<file path="config.mk">
export PLATFORM = sky130hd
export DESIGN_NAME = legacy_mem_decoder
export DESIGN_NICKNAME = d
export VERILOG_FILES = /design/src/rtl/lmd_pkg.sv /design/src/rtl/lmd_ctrl.sv /design/src/rtl/lmd_datapath.sv /design/src/rtl/legacy_mem_decoder.sv
export SDC_FILE = /design/constraint.sdc
export NUM_CORES = 1
export LEC_CHECK = 0
export BUFFER_PORTS_ARGS = -buffer_cell sky130_fd_sc_hd__buf_2
export CAP_MARGIN = 40
export CORE_MARGIN = 8
export CORE_UTILIZATION = 40
export DETAILED_ROUTE_END_ITERATION = 8
export HOLD_SLACK_MARGIN = 0.03
export PLACE_DENSITY = 0.62
export SYNTH_ARGS = -nofsm -noshare
export SYNTH_HDL_FRONTEND = slang
export SYNTH_SLANG_ARGS = --single-unit
</file>
<file path="constraint.sdc">
create_clock -name clk -period 3.9 [get_ports clk]
set_clock_uncertainty 0.1 [all_clocks]
set_input_delay 0.195 -clock clk [delete_from_list [all_inputs] [get_ports clk]]
set_output_delay 0.195 -clock clk [all_outputs]
set_load 0.1 [all_outputs]
</file>
<file path="src/rtl/lmd_pkg.sv">
package lmd_pkg;
  typedef enum logic [1:0] {
    TGT_NONE   = 2'd0,
    TGT_RAM_RW = 2'd1,
    TGT_RAM_RO = 2'd2,
    TGT_PCI    = 2'd3
  } tgt_e;

  localparam int ATTR_BYTES   = 7;
  localparam int NUM_SMALL    = 12;
  localparam int NUM_WIN      = NUM_SMALL + 1;
  localparam logic [7:0] ATTR_BASE  = 8'h59;
  localparam logic [7:0] SMRAM_OFF  = 8'h72;
  localparam logic [7:0] MEMSZ_OFF  = 8'h57;
  localparam logic [7:0] SMRAM_RST  = 8'h02;
  localparam int SMRAM_SMM_BIT  = 3;
  localparam int SMRAM_OPEN_BIT = 6;

  typedef struct packed {
    logic [ATTR_BYTES-1:0] attrWe;
    logic                  smramWe;
    logic [7:0]            data;
  } cfg_strobe_t;
endpackage

</file>
<file path="src/rtl/lmd_ctrl.sv">
module lmd_ctrl
  import lmd_pkg::*;
(
  input  logic        clk,
  input  logic        rst_n,
  input  logic        cfgWrEn,
  input  logic [7:0]  cfgAddr,
  input  logic [7:0]  cfgWrData,
  output cfg_strobe_t strb
);
  logic [7:0] relOff;
  assign relOff = cfgAddr - ATTR_BASE;

  generate
    for (genvar b = 0; b < ATTR_BYTES; b++) begin : g_we
      assign strb.attrWe[b] = cfgWrEn && (relOff == 8'(b));
    end
  endgenerate

  assign strb.smramWe = cfgWrEn && (cfgAddr == SMRAM_OFF);
  assign strb.data    = cfgWrData;

  // at most one register strobed per write
  p_one_strobe_r2: assert property (@(posedge clk) disable iff (!rst_n)
    $onehot0({strb.attrWe, strb.smramWe}));
  // the memory size offset never produces a strobe
  p_memsz_no_strobe_r10: assert property (@(posedge clk) disable iff (!rst_n)
    (cfgAddr == MEMSZ_OFF) |-> !(|{strb.attrWe, strb.smramWe}));
endmodule

</file>
<file path="src/rtl/lmd_datapath.sv">
module lmd_datapath
  import lmd_pkg::*;
#(
  parameter int ADDR_W = 20,
  parameter logic [ADDR_W-1:0] LOW_RAM_TOP = 20'h9F000,
  parameter int RAM_MB = 4096
)(
  input  logic              clk,
  input  logic              rst_n,
  input  cfg_strobe_t       strb,
  input  logic [ADDR_W-1:0] cpuAddr,
  input  logic              cpuWrite,
  input  logic              smmActive,
  input  logic [7:0]        cfgAddr,
  output logic [7:0]        cfgRdData,
  output tgt_e              target,
  output logic              wrBlock
);
  localparam logic [ADDR_W-1:0] SMW_BASE  = ADDR_W'(20'hA0000);
  localparam logic [ADDR_W-1:0] SHD_BASE  = ADDR_W'(20'hC0000);
  localparam logic [ADDR_W-1:0] BIOS_BASE = ADDR_W'(20'hF0000);
  localparam int SMALL_SHIFT = 14;
  localparam int MEMSZ_RAW   = RAM_MB / 8;
  localparam logic [7:0] MEMSZ_BYTE = (MEMSZ_RAW > 255) ? 8'hFF : 8'(MEMSZ_RAW);

  logic [7:0] attrReg [ATTR_BYTES];
  logic [7:0] smramReg;
  logic [1:0] winAttr [NUM_WIN];

  generate
    for (genvar b = 0; b < ATTR_BYTES; b++) begin : g_attr
      always_ff @(posedge clk or negedge rst_n) begin
        if (!rst_n)               attrReg[b] <= 8'h00;
        else if (strb.attrWe[b])  attrReg[b] <= strb.data;
      end
    end
    for (genvar w = 0; w < NUM_SMALL; w++) begin : g_win
      assign winAttr[w+1] = attrReg[1 + w/2][(w%2)*4 +: 2];
    end
  endgenerate
  assign winAttr[0] = attrReg[0][5:4];

  always_ff @(posedge clk or negedge rst_n) begin
    if (!rst_n)            smramReg <= SMRAM_RST;
    else if (strb.smramWe) smramReg <= strb.data;
  end

  // configuration read mux
  logic [7:0] relOff;
  assign relOff = cfgAddr - ATTR_BASE;
  always_comb begin
    cfgRdData = 8'h00;
    if (relOff < 8'(ATTR_BYTES))   cfgRdData = attrReg[relOff[2:0]];
    else if (cfgAddr == SMRAM_OFF) cfgRdData = smramReg;
    else if (cfgAddr == MEMSZ_OFF) cfgRdData = MEMSZ_BYTE;
  end

  // address decode
  logic inBios, inShadow, inSmw;
  logic [ADDR_W-1:0] shdOff;
  logic [3:0] shdIdx;
  logic [1:0] selAttr;
  logic smwOpen;

  assign inBios   = cpuAddr >= BIOS_BASE;
  assign inShadow = (cpuAddr >= SHD_BASE) && !inBios;
  assign inSmw    = (cpuAddr >= SMW_BASE) && (cpuAddr < SHD_BASE);
  assign shdOff   = cpuAddr - SHD_BASE;
  assign shdIdx   = shdOff[SMALL_SHIFT +: 4];
  assign smwOpen  = (smmActive && smramReg[SMRAM_SMM_BIT]) || smramReg[SMRAM_OPEN_BIT];

  always_comb begin
    selAttr = 2'd0;
    if (inBios)        selAttr = winAttr[0];
    else if (inShadow) selAttr = winAttr[4'd1 + shdIdx];
  end

  always_comb begin
    target  = TGT_PCI;
    wrBlock = 1'b0;
    if (inBios || inShadow) begin
      unique case (selAttr)
        2'd3: target = TGT_RAM_RW;
        2'd1: begin
          if (cpuWrite) begin
            target  = TGT_NONE;
            wrBlock = 1'b1;
          end else begin
            target = TGT_RAM_RO;
          end
        end
        default: target = TGT_PCI;
      endcase
    end else if (inSmw) begin
      target = smwOpen ? TGT_RAM_RW : TGT_PCI;
    end else begin
      target = (cpuAddr < LOW_RAM_TOP) ? TGT_RAM_RW : TGT_PCI;
    end
  end

  // block flag only on a write, and only with no target
  p_block_on_write_r6: assert property (@(posedge clk) disable iff (!rst_n)
    wrBlock |-> (cpuWrite && target == TGT_NONE));
  // a read-only selection is never given to a write
  p_ro_read_only_r5: assert property (@(posedge clk) disable iff (!rst_n)
    (target == TGT_RAM_RO) |-> !cpuWrite);
  // override bit opens the SMRAM window regardless of mode
  p_smram_override_r7: assert property (@(posedge clk) disable iff (!rst_n)
    (smramReg[SMRAM_OPEN_BIT] && inSmw) |-> target == TGT_RAM_RW);
  // low memory under the top always reaches RAM
  p_low_ram_r9: assert property (@(posedge clk) disable iff (!rst_n)
    (cpuAddr < LOW_RAM_TOP) |-> target == TGT_RAM_RW);
  // SMRAM byte holds while no write strobe was seen
  p_smram_hold_r11: assert property (@(posedge clk) disable iff (!rst_n)
    !strb.smramWe |=> $stable(smramReg));
endmodule

</file>
<file path="src/rtl/legacy_mem_decoder.sv">
module legacy_mem_decoder
  import lmd_pkg::*;
#(
  parameter int ADDR_W = 20,
  parameter logic [ADDR_W-1:0] LOW_RAM_TOP = 20'h9F000,
  parameter int RAM_MB = 4096
)(
  input  logic              clk,
  input  logic              rst_n,
  input  logic [ADDR_W-1:0] cpuAddr,
  input  logic              cpuWrite,
  input  logic              smmActive,
  input  logic              cfgWrEn,
  input  logic [7:0]        cfgAddr,
  input  logic [7:0]        cfgWrData,
  output logic [7:0]        cfgRdData,
  output logic [1:0]        target,
  output logic              wrBlock
);
  cfg_strobe_t strb;
  tgt_e tgt;

  lmd_ctrl u_ctrl (
    .clk(clk), .rst_n(rst_n), .cfgWrEn(cfgWrEn), .cfgAddr(cfgAddr),
    .cfgWrData(cfgWrData), .strb(strb)
  );

  lmd_datapath #(.ADDR_W(ADDR_W), .LOW_RAM_TOP(LOW_RAM_TOP), .RAM_MB(RAM_MB)) u_dp (
    .clk(clk), .rst_n(rst_n), .strb(strb), .cpuAddr(cpuAddr),
    .cpuWrite(cpuWrite), .smmActive(smmActive), .cfgAddr(cfgAddr),
    .cfgRdData(cfgRdData), .target(tgt), .wrBlock(wrBlock)
  );

  assign target = tgt;
endmodule

</file>
-- Word level (Yosys, flattened, before mapping)
Index checks and enable logic that the tools add are counted.
- magnitude comparators: 8
- reductions and logical operators: 15
- bitwise gates (word level): 2
- equality and inequality tests: 10
- mux-type cells: 20
- add/sub/neg operators: 3
- operator list (cell ; number):
    $ge A20 B20 Y1 const B ; 3
    $lt A20 B20 Y1 const B ; 2
    $mux W8 ; 5
    $bmux W8 S3 ; 1
    $eq A8 B3 Y1 const B ; 3
    $mux W2 ; 9
    $sub A18 B1 Y18 const B ; 1
    $eq A8 B2 Y1 const B ; 2
    $eq A8 B7 Y1 const B ; 2
    $logic_and A1 B1 Y1 ; 11
    $bmux W2 S4 ; 1
    $eq A8 B1 Y1 const B ; 1
    $logic_not A8 Y1 ; 1
    $lt A8 B3 Y1 const B ; 1
    $sub A8 B7 Y8 const B ; 1
    $ge A5 B5 Y1 const B ; 1
    $not A4 Y5 ; 1
    $add A1 B4 Y4 const A ; 1
    $ge A4 B4 Y1 const B ; 1
    $not A3 Y4 ; 1
    $pmux W2 S2 ; 1
    $mux W1 ; 3
    $eq A2 B1 Y1 const B ; 1
    $eq A2 B2 Y1 const B ; 1
    other kinds (2) ; 3
- register bits after elaboration: 64
- word-level logic and storage cells: 66
- bits of input ports: 41

-- Logic depth before layout (Yosys ltp)
- word-level depth: 11
- depth in mapped cells: 10

-- Hierarchy
Synthesis repeated with hierarchy kept, for this count alone.
- cell total of the unflattened synthesis: 281
- area, all modules: 3632.2 µm²
- by module, submodules not included (module ; cells each ; sequential area each (µm²) ; instances ; area an instance (µm²)):
    lmd_datapath ; 256 ; 1602.8 ; 1 ; 3444.6
    lmd_ctrl ; 25 ; 0.0 ; 1 ; 187.7

-- Least setup slack after synthesis
OpenSTA, ideal clock, no wires.
- path type: input port to output port
- from: in cfgAddr[0]
- to: out cfgRdData[2]
- path buffers: 3
- path slack: -2342 ps
- arrival: 5947 ps
- stages: 8
- data required time: 3605 ps
- cells stage by stage: buf_2 buf_1 clkinv_1 ha_1 xor2_1 clkbuf_1 nor2_1 o311ai_0
- cells in the longest elaborated chain, start to end: 6
- elaborated cells on any way between the ends: 11
- RTL lines (item ; RTL line ; source):
    start, declared ; legacy_mem_decoder.sv:14 ; input logic [7:0] cfgAddr,
    $sub A8 B7 Y8 ; lmd_datapath.sv:50 ; assign relOff = cfgAddr - ATTR_BASE;
    $not A3 Y4 (implied by the code) ; lmd_datapath.sv:53 ; if (relOff < 8'(ATTR_BYTES)) cfgRdData = attrReg[relOff[2:0]];
    $bmux W8 S3 ; lmd_datapath.sv:53 ;
    $mux W8 (implied by the code) (2 in a row) ; lmd_datapath.sv:53 ;
    $mux W8 (*) ; lmd_datapath.sv:53 ;
    end, declared ; legacy_mem_decoder.sv:16 ; output logic [7:0] cfgRdData,
Mark *: on every way between the ends. The rest lies on a longest branch, timed or not. The select of a mux whose other input is x is not followed.

-- Worst setup path in the final report
- from: in cpuAddr[14]
- to: out target[1]
- cells in the longest elaborated chain, start to end: 11
- elaborated cells on any way between the ends: 23
- RTL lines (item ; RTL line ; source):
    start, declared ; legacy_mem_decoder.sv:10 ; input logic [ADDR_W-1:0] cpuAddr,
    $sub A18 B1 Y18 ; lmd_datapath.sv:68 ; assign shdOff = cpuAddr - SHD_BASE;
    $add A1 B4 Y4 ; lmd_datapath.sv:75 ; else if (inShadow) selAttr = winAttr[4'd1 + shdIdx];
    $not A4 Y5 (implied by the code) ; lmd_datapath.sv:75 ;
    $bmux W2 S4 ; lmd_datapath.sv:75 ;
    $mux W2 (implied by the code) (2 in a row) ; lmd_datapath.sv:75 ;
    $mux W2 ; lmd_datapath.sv:75 ;
    $mux W2 ; lmd_datapath.sv:74 ; if (inBios) selAttr = winAttr[0];
    $eq A2 B1 Y1 or $eq A2 B2 Y1 (tied branches) ; lmd_datapath.sv:82 ; unique case (selAttr)
    $pmux W2 S2 ; lmd_datapath.sv:82 ;
    $mux W2 (*) ; lmd_datapath.sv:81 ; if (inBios || inShadow) begin
    end, declared ; legacy_mem_decoder.sv:17 ; output logic [1:0] target,
Marks and branches as above.

==> metrics.md <==
| Metric | Value |
|---|---|
| Status | complete, no violations |
| Finished Layout Cells | between 400 and 500 |
| Syn Inst Count | 274 |
| Tightest Pin Transition | approximately 0.75 ns |
| GR Util All Layers | between 10% and 20% |
| DR vias | about 2500 |
| Final Util | approximately 50% |
| Ys flop type | dfrtp_1 |
| I/O Pins | 52 |
| Wire length per cell | about 20 um |
| Post-Route WL | roughly 8500 um |
| Most frequent cell after synthesis | mux2_2 |
| Setup-failing EPs final | 0 |
| Clk_lat worst skew | about 0.34 ns |
| Cell leakage power | ~0.0021 uW |
| Critical Path Sink | target[1] |
| Area contributors post-synth | dfrtp_1, mux2_2, mux4_2 |
| CP Cell Sequence | buf_2 > inv_1 > ha_1 > mux4_2 > and2_1 > o32ai_1 > o31ai_1 > a21bo_2 > buf_2 |
| Post-synth top area share | 43.6% |
| Height of the die | around 110 um |
| Synth Net Count | around 320 |
| Vias per cell | approximately 5.7 |
| Final Hold Fails | 0 |
| Worst EP required | ~3.6 ns |
| Routed wl met2 | roughly 4200 um |
| Relative slew slack | between 50% and 60% |
| Site Rows | 34 |
| Worst path arrival time | roughly 2.8 ns |
| Clk slew on worst S/H paths | roughly 0.07 ns |
| Largest net degree at the start of global routing | 35 |
| WS Path Type | in -> out |
| Min Tclk post-route | 3.11 ns |
| Final HPWL DP | approximately 6000 um |
| Worst-path fanout max | 13 |
| Vias in the first global route | between 2000 and 3000 |
| First-pass GRT wire length | ~14000 um |
| EDFF count, synth | 0 |
| Met3 wire len | between 300 and 400 um |
| Yosys cell types | 46 |
| Fin Hold WS | approximately 0.075 ns |
| Starting Density | between 40% and 50% |
| Achievable Freq | 321 MHz |
| Iter 0 DRT Violations | 79 |
| Register area share after synthesis | 44.3% |
| Final ANT Viol Nets | 0 |
| Root buffer selected by CTS | clkbuf_8 |
| Path depth of the worst reg2reg path | 1 |
| Gp weighted congestion | between 0.8 and 0.9 |
| Setup crit end kind | output port |
| CTS buffer count | 9 |
| Port buffer count | 39 |
| Die area | 0.0123 mm2 |
| Netlist Area Pre-Place | ~0.0036 mm2 |
| TritonCTS clock tree | done |
| Synthesized area per cell | approximately 13 um2 |
| Slowest stage delay, CP | 0.50 ns |
| RSZ-0062 raised after global routing | no |
| # clock sinks | 64 |
| Critical R2R Capture | u_dp.attrReg[16] |
| Top cells by count, synth | mux2_2, dfrtp_1, nand2_1, mux4_2, nor2_1 |
| Slowest library cell on the worst path | ha_1 |
| Most frequent CP cell | buf_2 |
| RR Startpoint | u_dp.attrReg[16] |
| Min-delay src | cfgWrData[7] |
| Crit start category | input port |
| Area grow syn2layout | 20.9% |
| Worst Hold Class | in -> reg |
| DRC viols | 0 |
| Inst Count DP | 419 |
| Initial antenna violation count | 0 |
| Pwr dens | about 370 mW/mm2 |
| Ys async rst share | between 90% and 100% |
| Nets@finish | ~370 |
| # diodes | 0 |
| CP Launch Point | cpuAddr[14] |
| Core area | slightly below 0.009 mm2 |
| Setup TNS Final | 0 ns |
| Syn. warnings | 0 |
| Top routing layer used | met4 |
| Flop-to-flop setup slack | 2.98 ns |
| Final slew viol count | 0 |
| Max cap viols | 0 |
| Global route total overflow | 0 |
| Final period utilization | between 70% and 80% |
| DR pass1 iterations | 4 |
| Yosys top cell by area | dfrtp_1 |
| Count of state elements after synthesis | 64 |
| Max clock buf depth | 2 |
| Metal1 wirelength | approximately 3700 um |
| CTS H-Tree Depth | 3 |
| Layout cell share with drive strength beyond 1 | roughly 47% |
| Worst VDD drop | approximately 0.00017 V |
| Die Width | 111 um |
[area by class of cell]
type	instances	area [um2]
Tap cell	108	135
Inverter	7	26.3
Multi-Input combinational cell	194	1990
Sequential cell	64	1600
Clock buffer	13	179
Fill cell	772	4390
Timing Repair Buffer	47	378
Clock inverter	2	60.1
[layout by cell type, fill, tap and decap left out, types with 4 or more instances in the layout]
master	instances
dfrtp_1	63
a311o_1	4
mux2_1	5
ha_1	9
buf_12	8
a221oi_1	4
mux2i_1	6
nand2_1	19
nor2b_1	4
o311ai_2	4
buf_2	31
buf_4	7
nor2_1	10
mux4_2	13
mux2_2	64
o211ai_1	5
clkbuf_8	13
nor3_4	7
inv_1	6
o21ai_0	4
[flip-flops by register name, summed over array words and instances, names as in the netlist]
signal	count
u_dp.attrReg	56
u_dp.smramReg	8
[critical path, delay by kind of cell]
kind / cells / cell delay, ns
muxes: 1 / 0.36
AOI/OAI and AO/OA: 3 / 0.83
and+or+nand+nor: 1 / 0.17
adders and majority gates: 1 / 0.50
buffers and inverters: 3 / 0.76
[power by group]
part / switching (uW) / total [uW] / internal, uW
registers: 22.7 / 723 / 700
clock network: 245 / 671 / 426
logic: 131 / 233 / 102
[layer usage]
metal  global-route usage [%]  vias up
met3                     4.06       12
met1                     17.8     1267
li1                         -     1140
met5                        0        -
met4                     5.78        0
met2                     23.4       47
[per-stage QoR]
| stage | worst slack, ns | total power, uW | instance area, um2 |
|---|---|---|---|
| after floorplan | 0.0354 | 883 | 3660 |
| after global placement | 0.821 | 965 | 4120 |
| after detailed placement | 0.763 | 971 | 4120 |
| after CTS | 0.773 | 1640 | 4370 |
| after global routing | 0.610 | 1710 | 4370 |
| final | 0.788 | 1630 | 4370 |
[what timing repair did]
item / CTS / global route
hold buffers: 1 / 0
endpoints found under the hold margin: 33 / 0
setup buffers: 0 / 0
setup endpoints to repair: 0 / 0
resized for setup: 0 / 0
[kinds of logic after synthesis]
logic type      count (synthesis)  synth area share (%)
mux                            88                  31.2
flops                          64                  44.3
simple gates                   60                  10.8
compound gates                 32                  7.65
buf+inv                        16                  1.70
fa+ha+maj                       9                  3.11
xor+xnor                        5                  1.21
[worst min path at each step]
| stage | slack, ns | endpoint | cells after the start |
|---|---|---|---|
| floorplan | -0.20 | u_dp.attrReg[0] | 0 |
| detailed placement | 0.21 | u_dp.attrReg[50] | 1 |
| CTS | 0.07 | u_dp.attrReg[23] | 2 |
| global placement | 0.21 | u_dp.attrReg[34] | 1 |
| global route | 0.08 | u_dp.attrReg[5] | 2 |
| finish | 0.07 | u_dp.attrReg[23] | 2 |
Note: power is estimated with default switching activity, not from simulation.
